File: src/rtl/adc_scan_pkg.sv
// Shared constants and types for the ADC channel-scan controller.
// Assumes a converter with 8-bit opcode, address and data fields.
package adc_scan_pkg;
    localparam logic [7:0]  OP_WR        = 8'h08;
    localparam logic [7:0]  OP_RD        = 8'h10;
    localparam logic [7:0]  REG_CHSEL    = 8'h11;
    localparam logic [7:0]  REG_DCFG     = 8'h02;
    localparam logic [7:0]  DCFG_FIXPAT  = 8'h80;
    localparam logic [7:0]  DCFG_NORMAL  = 8'h00;
    localparam logic [11:0] FIX_CODE     = 12'hA5A;
    localparam int          BYTE_W       = 8;
    localparam int          FRAME_BYTES  = 3;
    localparam int          TEST_FRAMES  = 3;

    typedef enum logic [2:0] {
        E_IDLE, E_SETUP, E_LOW, E_HIGH, E_GAP
    } eng_state_t;
endpackage

File: src/rtl/scan_frame_engine.sv
// Runs one SPI mode-0 frame per start pulse: chip select low, a setup
// delay, FRAME_W symmetric clock periods (MSB first out, capture on the
// rising edge), then a chip-select-high gap of one clock period before
// pulsing done with the received word.
// Assumes HALF_DIV >= 1, CS_SETUP >= 1 and start only while idle.
module scan_frame_engine
    import adc_scan_pkg::*;
#(
    parameter int HALF_DIV = 2,
    parameter int CS_SETUP = 3,
    parameter int FRAME_W  = 24
) (
    input  logic               clk,
    input  logic               rst_n,
    input  logic               start,
    input  logic [FRAME_W-1:0] tx,
    output logic               done,
    output logic [FRAME_W-1:0] rx,
    output logic               cs_n,
    output logic               sclk,
    output logic               mosi,
    input  logic               miso
);
    localparam int GAP_CYC = 2 * HALF_DIV;
    localparam int CNT_MAX = (GAP_CYC > CS_SETUP) ? GAP_CYC : CS_SETUP;
    localparam int CW      = $clog2(CNT_MAX + 1);
    localparam int BW      = $clog2(FRAME_W);

    eng_state_t         st;
    logic [CW-1:0]      cnt;
    logic [BW-1:0]      bitn;
    logic [FRAME_W-1:0] sh;

    // Output bit is the top of the shift register while selected.
    assign mosi = ~cs_n & sh[FRAME_W-1];

    // Frame sequencing: setup, low/high phases per bit, trailing gap.
    always_ff @(posedge clk) begin
        if (!rst_n) begin
            st   <= E_IDLE;
            cnt  <= '0;
            bitn <= '0;
            sh   <= '0;
            rx   <= '0;
            cs_n <= 1'b1;
            sclk <= 1'b0;
            done <= 1'b0;
        end else begin
            done <= 1'b0;
            case (st)
                E_IDLE: if (start) begin
                    sh   <= tx;
                    cs_n <= 1'b0;
                    cnt  <= '0;
                    bitn <= '0;
                    st   <= E_SETUP;
                end
                E_SETUP: if (cnt == CW'(CS_SETUP - 1)) begin
                    cnt <= '0;
                    st  <= E_LOW;
                end else cnt <= cnt + 1'b1;
                E_LOW: if (cnt == CW'(HALF_DIV - 1)) begin
                    cnt  <= '0;
                    sclk <= 1'b1;
                    rx   <= {rx[FRAME_W-2:0], miso};
                    st   <= E_HIGH;
                end else cnt <= cnt + 1'b1;
                E_HIGH: if (cnt == CW'(HALF_DIV - 1)) begin
                    cnt  <= '0;
                    sclk <= 1'b0;
                    if (bitn == BW'(FRAME_W - 1)) begin
                        cs_n <= 1'b1;
                        st   <= E_GAP;
                    end else begin
                        bitn <= bitn + 1'b1;
                        sh   <= {sh[FRAME_W-2:0], 1'b0};
                        st   <= E_LOW;
                    end
                end else cnt <= cnt + 1'b1;
                E_GAP: if (cnt == CW'(GAP_CYC - 1)) begin
                    cnt  <= '0;
                    done <= 1'b1;
                    st   <= E_IDLE;
                end else cnt <= cnt + 1'b1;
                default: st <= E_IDLE;
            endcase
        end
    end

    // Checker state: length of the current high phase and of the CS-high run.
    logic [CW:0] hi_len;
    logic [CW:0] gap_len;
    always_ff @(posedge clk) begin
        if (!rst_n) begin
            hi_len  <= '0;
            gap_len <= (CW+1)'(GAP_CYC);
        end else begin
            hi_len  <= sclk ? hi_len + 1'b1 : '0;
            gap_len <= !cs_n ? '0 :
                       (gap_len == (CW+1)'(GAP_CYC)) ? gap_len : gap_len + 1'b1;
        end
    end

    a_r1_sclk_idle_low: assert property (@(posedge clk) disable iff (!rst_n)
        cs_n |-> !sclk);
    a_r3_high_phase: assert property (@(posedge clk) disable iff (!rst_n)
        $fell(sclk) |-> hi_len == (CW+1)'(HALF_DIV));
    a_r4_cs_gap: assert property (@(posedge clk) disable iff (!rst_n)
        $fell(cs_n) |-> gap_len >= (CW+1)'(GAP_CYC));
endmodule

File: src/rtl/scan_sequencer.sv
// Chooses the frame contents for a scan or a self-test, counts frames,
// tags each received code with the channel chosen PIPE frames earlier,
// and judges the fixed-pattern self-test.
// Assumes the frame engine accepts fr_start only between frames.
module scan_sequencer
    import adc_scan_pkg::*;
#(
    parameter int N_CH    = 8,
    parameter int PIPE    = 2,
    parameter int DATA_W  = 12,
    parameter int FRAME_W = 24,
    parameter int CH_W    = $clog2(N_CH)
) (
    input  logic               clk,
    input  logic               rst_n,
    input  logic               start,
    input  logic               mode_test,
    output logic               fr_start,
    output logic [FRAME_W-1:0] fr_tx,
    input  logic               fr_done,
    input  logic [FRAME_W-1:0] fr_rx,
    output logic               busy,
    output logic               done,
    output logic               sample_valid,
    output logic [CH_W-1:0]    sample_ch,
    output logic [DATA_W-1:0]  sample_data,
    output logic               test_pass,
    output logic               test_fail
);
    localparam int N_SCAN = N_CH + PIPE;
    localparam int FI_W   = $clog2(N_SCAN + 1);

    logic [FI_W-1:0]   fi;
    logic              mode_q;
    logic              last;
    logic [CH_W-1:0]   sel_ch;
    logic [DATA_W-1:0] rx_code;

    assign last    = mode_q ? (fi == FI_W'(TEST_FRAMES - 1)) : (fi == FI_W'(N_SCAN - 1));
    assign sel_ch  = (fi < FI_W'(N_CH)) ? fi[CH_W-1:0] : '0;
    assign rx_code = fr_rx[FRAME_W-1 -: DATA_W];

    // Frame word for the current index and job.
    always_comb begin
        if (mode_q) begin
            case (fi)
                FI_W'(0): fr_tx = {OP_WR, REG_DCFG, DCFG_FIXPAT};
                FI_W'(1): fr_tx = {OP_RD, REG_DCFG, 8'h00};
                default:  fr_tx = {OP_WR, REG_DCFG, DCFG_NORMAL};
            endcase
        end else begin
            fr_tx = {OP_WR, REG_CHSEL, {(BYTE_W - CH_W){1'b0}}, sel_ch};
        end
    end

    // Job control, sample tagging and self-test verdict.
    always_ff @(posedge clk) begin
        if (!rst_n) begin
            fi           <= '0;
            mode_q       <= 1'b0;
            busy         <= 1'b0;
            done         <= 1'b0;
            fr_start     <= 1'b0;
            sample_valid <= 1'b0;
            sample_ch    <= '0;
            sample_data  <= '0;
            test_pass    <= 1'b0;
            test_fail    <= 1'b0;
        end else begin
            done         <= 1'b0;
            sample_valid <= 1'b0;
            fr_start     <= 1'b0;
            if (!busy) begin
                if (start) begin
                    busy     <= 1'b1;
                    mode_q   <= mode_test;
                    fi       <= '0;
                    fr_start <= 1'b1;
                    if (mode_test) begin
                        test_pass <= 1'b0;
                        test_fail <= 1'b0;
                    end
                end
            end else if (fr_done) begin
                if (!mode_q && fi >= FI_W'(PIPE)) begin
                    sample_valid <= 1'b1;
                    sample_ch    <= CH_W'(fi - FI_W'(PIPE));
                    sample_data  <= rx_code;
                end
                if (mode_q && last) begin
                    test_pass <= (rx_code == DATA_W'(FIX_CODE));
                    test_fail <= (rx_code != DATA_W'(FIX_CODE));
                end
                if (last) begin
                    busy <= 1'b0;
                    done <= 1'b1;
                end else begin
                    fi       <= fi + 1'b1;
                    fr_start <= 1'b1;
                end
            end
        end
    end

    a_r7_flags_exclusive: assert property (@(posedge clk) disable iff (!rst_n)
        !(test_pass && test_fail));
    a_r8_done_single: assert property (@(posedge clk) disable iff (!rst_n)
        done |=> !done);
    a_r8_busy_falls_with_done: assert property (@(posedge clk) disable iff (!rst_n)
        $fell(busy) |-> done);
endmodule

File: src/rtl/adc_scan_ctrl.sv
// Top of the ADC channel-scan controller: a sequencer that plans frames
// and a frame engine that drives the SPI pins.
// Assumes a converter with a two-frame result delay in manual select mode.
module adc_scan_ctrl
    import adc_scan_pkg::*;
#(
    parameter int N_CH     = 8,
    parameter int DATA_W   = 12,
    parameter int PIPE     = 2,
    parameter int HALF_DIV = 2,
    parameter int CS_SETUP = 3,
    parameter int CH_W     = $clog2(N_CH)
) (
    input  logic              clk,
    input  logic              rst_n,
    input  logic              start,
    input  logic              mode_test,
    output logic              busy,
    output logic              done,
    output logic              sample_valid,
    output logic [CH_W-1:0]   sample_ch,
    output logic [DATA_W-1:0] sample_data,
    output logic              test_pass,
    output logic              test_fail,
    output logic              cs_n,
    output logic              sclk,
    output logic              mosi,
    input  logic              miso
);
    localparam int FRAME_W = FRAME_BYTES * BYTE_W;

    logic               fr_start;
    logic               fr_done;
    logic [FRAME_W-1:0] fr_tx;
    logic [FRAME_W-1:0] fr_rx;

    scan_sequencer #(
        .N_CH(N_CH), .PIPE(PIPE), .DATA_W(DATA_W), .FRAME_W(FRAME_W), .CH_W(CH_W)
    ) u_seq (
        .clk(clk), .rst_n(rst_n), .start(start), .mode_test(mode_test),
        .fr_start(fr_start), .fr_tx(fr_tx), .fr_done(fr_done), .fr_rx(fr_rx),
        .busy(busy), .done(done), .sample_valid(sample_valid),
        .sample_ch(sample_ch), .sample_data(sample_data),
        .test_pass(test_pass), .test_fail(test_fail)
    );

    scan_frame_engine #(
        .HALF_DIV(HALF_DIV), .CS_SETUP(CS_SETUP), .FRAME_W(FRAME_W)
    ) u_eng (
        .clk(clk), .rst_n(rst_n), .start(fr_start), .tx(fr_tx),
        .done(fr_done), .rx(fr_rx), .cs_n(cs_n), .sclk(sclk),
        .mosi(mosi), .miso(miso)
    );
endmodule

File: config.mk
export PLATFORM = sky130hd
export DESIGN_NAME = adc_scan_ctrl
export DESIGN_NICKNAME = d
export VERILOG_FILES = /design/src/rtl/adc_scan_pkg.sv /design/src/rtl/scan_frame_engine.sv /design/src/rtl/scan_sequencer.sv /design/src/rtl/adc_scan_ctrl.sv
export SDC_FILE = /design/constraint.sdc
export NUM_CORES = 1
export LEC_CHECK = 0
export ABC_AREA = 1
export BUFFER_PORTS_ARGS = -buffer_cell sky130_fd_sc_hd__buf_2
export CORE_MARGIN = 1
export CORE_UTILIZATION = 30
export DETAILED_ROUTE_END_ITERATION = 16
export GPL_ROUTABILITY_DRIVEN = 0
export HOLD_SLACK_MARGIN = 0.03
export PLACE_DENSITY = 0.41
export SLEW_MARGIN = 20
export SYNTH_ARGS = -nofsm -noshare
export SYNTH_HDL_FRONTEND = slang
export SYNTH_SLANG_ARGS = --single-unit
File: constraint.sdc
create_clock -name clk -period 2.1 [get_ports clk]
set_input_delay 0.315 -clock clk [delete_from_list [all_inputs] [get_ports clk]]
set_output_delay 0.315 -clock clk [all_outputs]
set_load 0.02 [all_outputs]
==> reports/results.ini <==
[final_layout]
area_growth_pct = 13.7
stdcell_count = 767
layout-drive-gt1-share_pct = 11.6
n_fill_cell = 1442
diodes = 0
nets = 606

[setup_path]
cp-end-kind = flip-flop
crit_cells = 7
crit_slowest_cell = dfxtp_1
rrSetupSlack_ns = 0.31
reg2reg_depth = 7
slowest_delay_ns = 0.60
crit_family = flip-flops
cp_max_fo = 35
crit_arrival_ns = 2.03
cp_cell_sequence = inv_1 -> nand3_2 -> nand2_2 -> inv_4 -> nand2_8 -> o21ai_0 -> nor2_1
start_kind = flip-flop
critPathBufInv = 2
critical_path_class = reg -> reg
required_ns = 2.34

[die]
die_h_um = 118
coreArea_mm2 = 0.0128
ios = 28
die_area_mm2 = 0.0138
row_count = 41
die_w_um = 118
start_util_pct = 31.3

[clock_network]
insertion_delay_ns = 0.35
cts_tree = done
cts.clk_slew.worst_paths_ns = 0.07
cts_htree_levels = 3
cts_buffers = 9
cts_setup_buffers = 0
clock_path_buffers = 2
cts_resized = 0
ctsHoldBuffers = 0
cts_root_buffer = clkbuf_16
clkSinkCount = 88

[power]
p_leak_nw = 2.13
power_frac_comb_pct = 38.2
power_density_mw_per_mm2 = 1360
peakVddDrop_mv = 0.658
swShare_pct = 40.7
p_sw_mw = 2.53
p_seq_share_pct = 35.8
pwr-share-clk_pct = 26.0
internal-power_mw = 3.69

[logic_synthesis]
yosys-top-cells-area = dfxtp_1 44%, nor2_1 13%, nand2_1 10%
synthCells = 571
syn_avg_cell_area_um2 = 7.03
ys_warn_count = 0
netlist_area_mm2 = 0.00402
synth_fp_nets = 587
ys_seq_area_share_pct = 43.9
yosysUniqueCellTypes = 32
ys_ff_latch = 88
synth_top_area_share_pct = 43.9
yosysTopAreaCell = dfxtp_1

[global_routing]
grt.overflow.total = 0
grt_pass1_vias = 3230
grtUsageTotal_pct = 14.0
grt_pass1_wl_mm = 15.6
grt_antenna_before_repair = 0
grt_max_degree = 36

[timing]
fin_skew_ns = 0.00735
setup_viol = 0
hold_viol = 0
final_max_slew_viol_count = 0
fin_crit_ns = 1.79
max_freq_ghz = 0.557
finalSetupTns_ns = 0
slew_headroom_pct = 57.4
whs_ns = 0.193
worstMarginPinSlew_ns = 0.639
rsz0062_at_grt = no
fin_crit_sh_pct = 85.4

[placed_design]
dp_hpwl_mm = 6.07
dp.cells = 751
port_buffers = 27

[drt]
remaining_drc_errors = 0
routed_wl_mm = 8.97
vias = 3394
drtPass1Iterations = 4
drtIter0Drc = 175
wl_per_cell_um = 11.7
routed_via_density = 4.43
final_antenna_net_count = 0

[worst_hold_path]
hold_depth = 3
worst_hold_path_type = in -> reg

[flow_run]
drv_cap = 0

[run_status]
status = finished clean

[cell usage after synthesis, drive strengths merged]
cell type	instances
o211ai	1
inv	57
a21oi	18
nand2	115
ha	11
nand3b	4
nor2	142
a21boi	1
o21bai	1
o21ai	51
nand4	7
clkbuf	8
nor3	3
nand3	42
or2	3
nor3b	1
dfxtp	88
xor2	1
buf	16
xnor2	1
[final cells by class]
cell class                 count  area (µm²)  share of cell area, %
clock buffer                   9         225                   4.93
clock inverter                 7        72.6                   1.59
inverter                      57         216                   4.74
multi-input combinational    402        1900                   41.7
sequential                    88        1760                   38.6
tap                          172         215                   4.71
timing repair buffer          32         173                   3.78
[state kept, by name, summed over array words and instances, names as in the netlist]
name and flops:
u_eng.rx 24, u_eng.done 1, u_seq.sample_data 12, u_seq.busy 1, u_eng.st 3, u_seq.test_fail 1, u_seq.done 1, u_seq.test_pass 1
u_seq.sample_valid 1, u_seq.fi 4, u_eng.cs_n 1, u_eng.bitn 5, u_seq.mode_q 1, u_eng.cnt 3, u_eng.sclk 1, u_seq.fr_start 1
u_eng.sh 24, u_seq.sample_ch 3
[through the flow]
stage	utilization, %	setup WS, ns	power [mW]	cell area, µm²
after floorplan	-	0.616	4.37	4020
after global placement	33.3	0.345	4.66	4270
after detailed placement	33.3	0.303	4.66	4270
after CTS	35.6	0.286	6.33	4570
after global routing	35.6	0.0741	6.81	4570
final	35.6	0.306	6.22	4570
[layer usage]
| metal | GRT usage (%) | share of wire [%] |
|---|---|---|
| met1 | 17.7 | 49 |
| met4 | 3.61 | 1.1 |
| met5 | 0 | 0 |
| met2 | 22.8 | 47 |
| met3 | 4.36 | 3.1 |
[worst paths after layout]
| kind | from | end |
|---|---|---|
| worst max-delay path | u_eng.st[2] | u_eng.sh[1] |
| worst min-delay path | miso | u_eng.rx[0] |
| worst max register to register | u_eng.st[2] | u_eng.sh[1] |
| worst min register to register | u_eng.rx[6] | u_eng.rx[7] |
[worst register-to-register path, delay by kind of cell (launching register included)]
family                 cells  cell delay (ns)
AO/OA/AOI/OAI              1             0.22
buffers and inverters      2             0.40
flip-flops                 1             0.60
AND/OR/NAND/NOR            4             0.47
[cell families after synthesis]
| logic type | share of synthesized area [%] |
|---|---|
| and+or+nand+nor | 34.2 |
| DFF | 43.9 |
| buffers and inverters | 8.73 |
| AOI/OAI and AO/OA | 9.35 |
| adders and majority gates | 3.43 |
| xor gates and xnor gates | 0.436 |
[layout by cell type (no fill, tap or decap), types with 2 or more instances in the layout]
master	instances
nor2_2	2
inv_1	54
buf_4	5
a21oi_2	2
nor3_1	3
clkinv_4	2
o21ai_0	51
nor2_1	138
or2_2	3
a21oi_1	16
clkbuf_16	9
ha_1	11
clkinvlp_4	2
clkinv_2	2
nand3b_1	4
nand2_4	3
buf_2	27
nand3_1	41
nand4_1	7
nand2_2	4
inv_2	2
nand2_1	107
dfxtp_1	88
[power by group through the flow]
| stage | Clock (mW) | Sequential [mW] | Combinational (mW) |
|---|---|---|---|
| final | 1.62 | 2.23 | 2.37 |
| after global routing | 1.75 | 2.27 | 2.79 |
| after CTS | 1.69 | 2.23 | 2.41 |
| after detailed placement | 0 | 2.27 | 2.40 |
| after global placement | 0 | 2.26 | 2.40 |
| after floorplan | 0 | 2.20 | 2.17 |
Power figures use the tool's default switching activity.
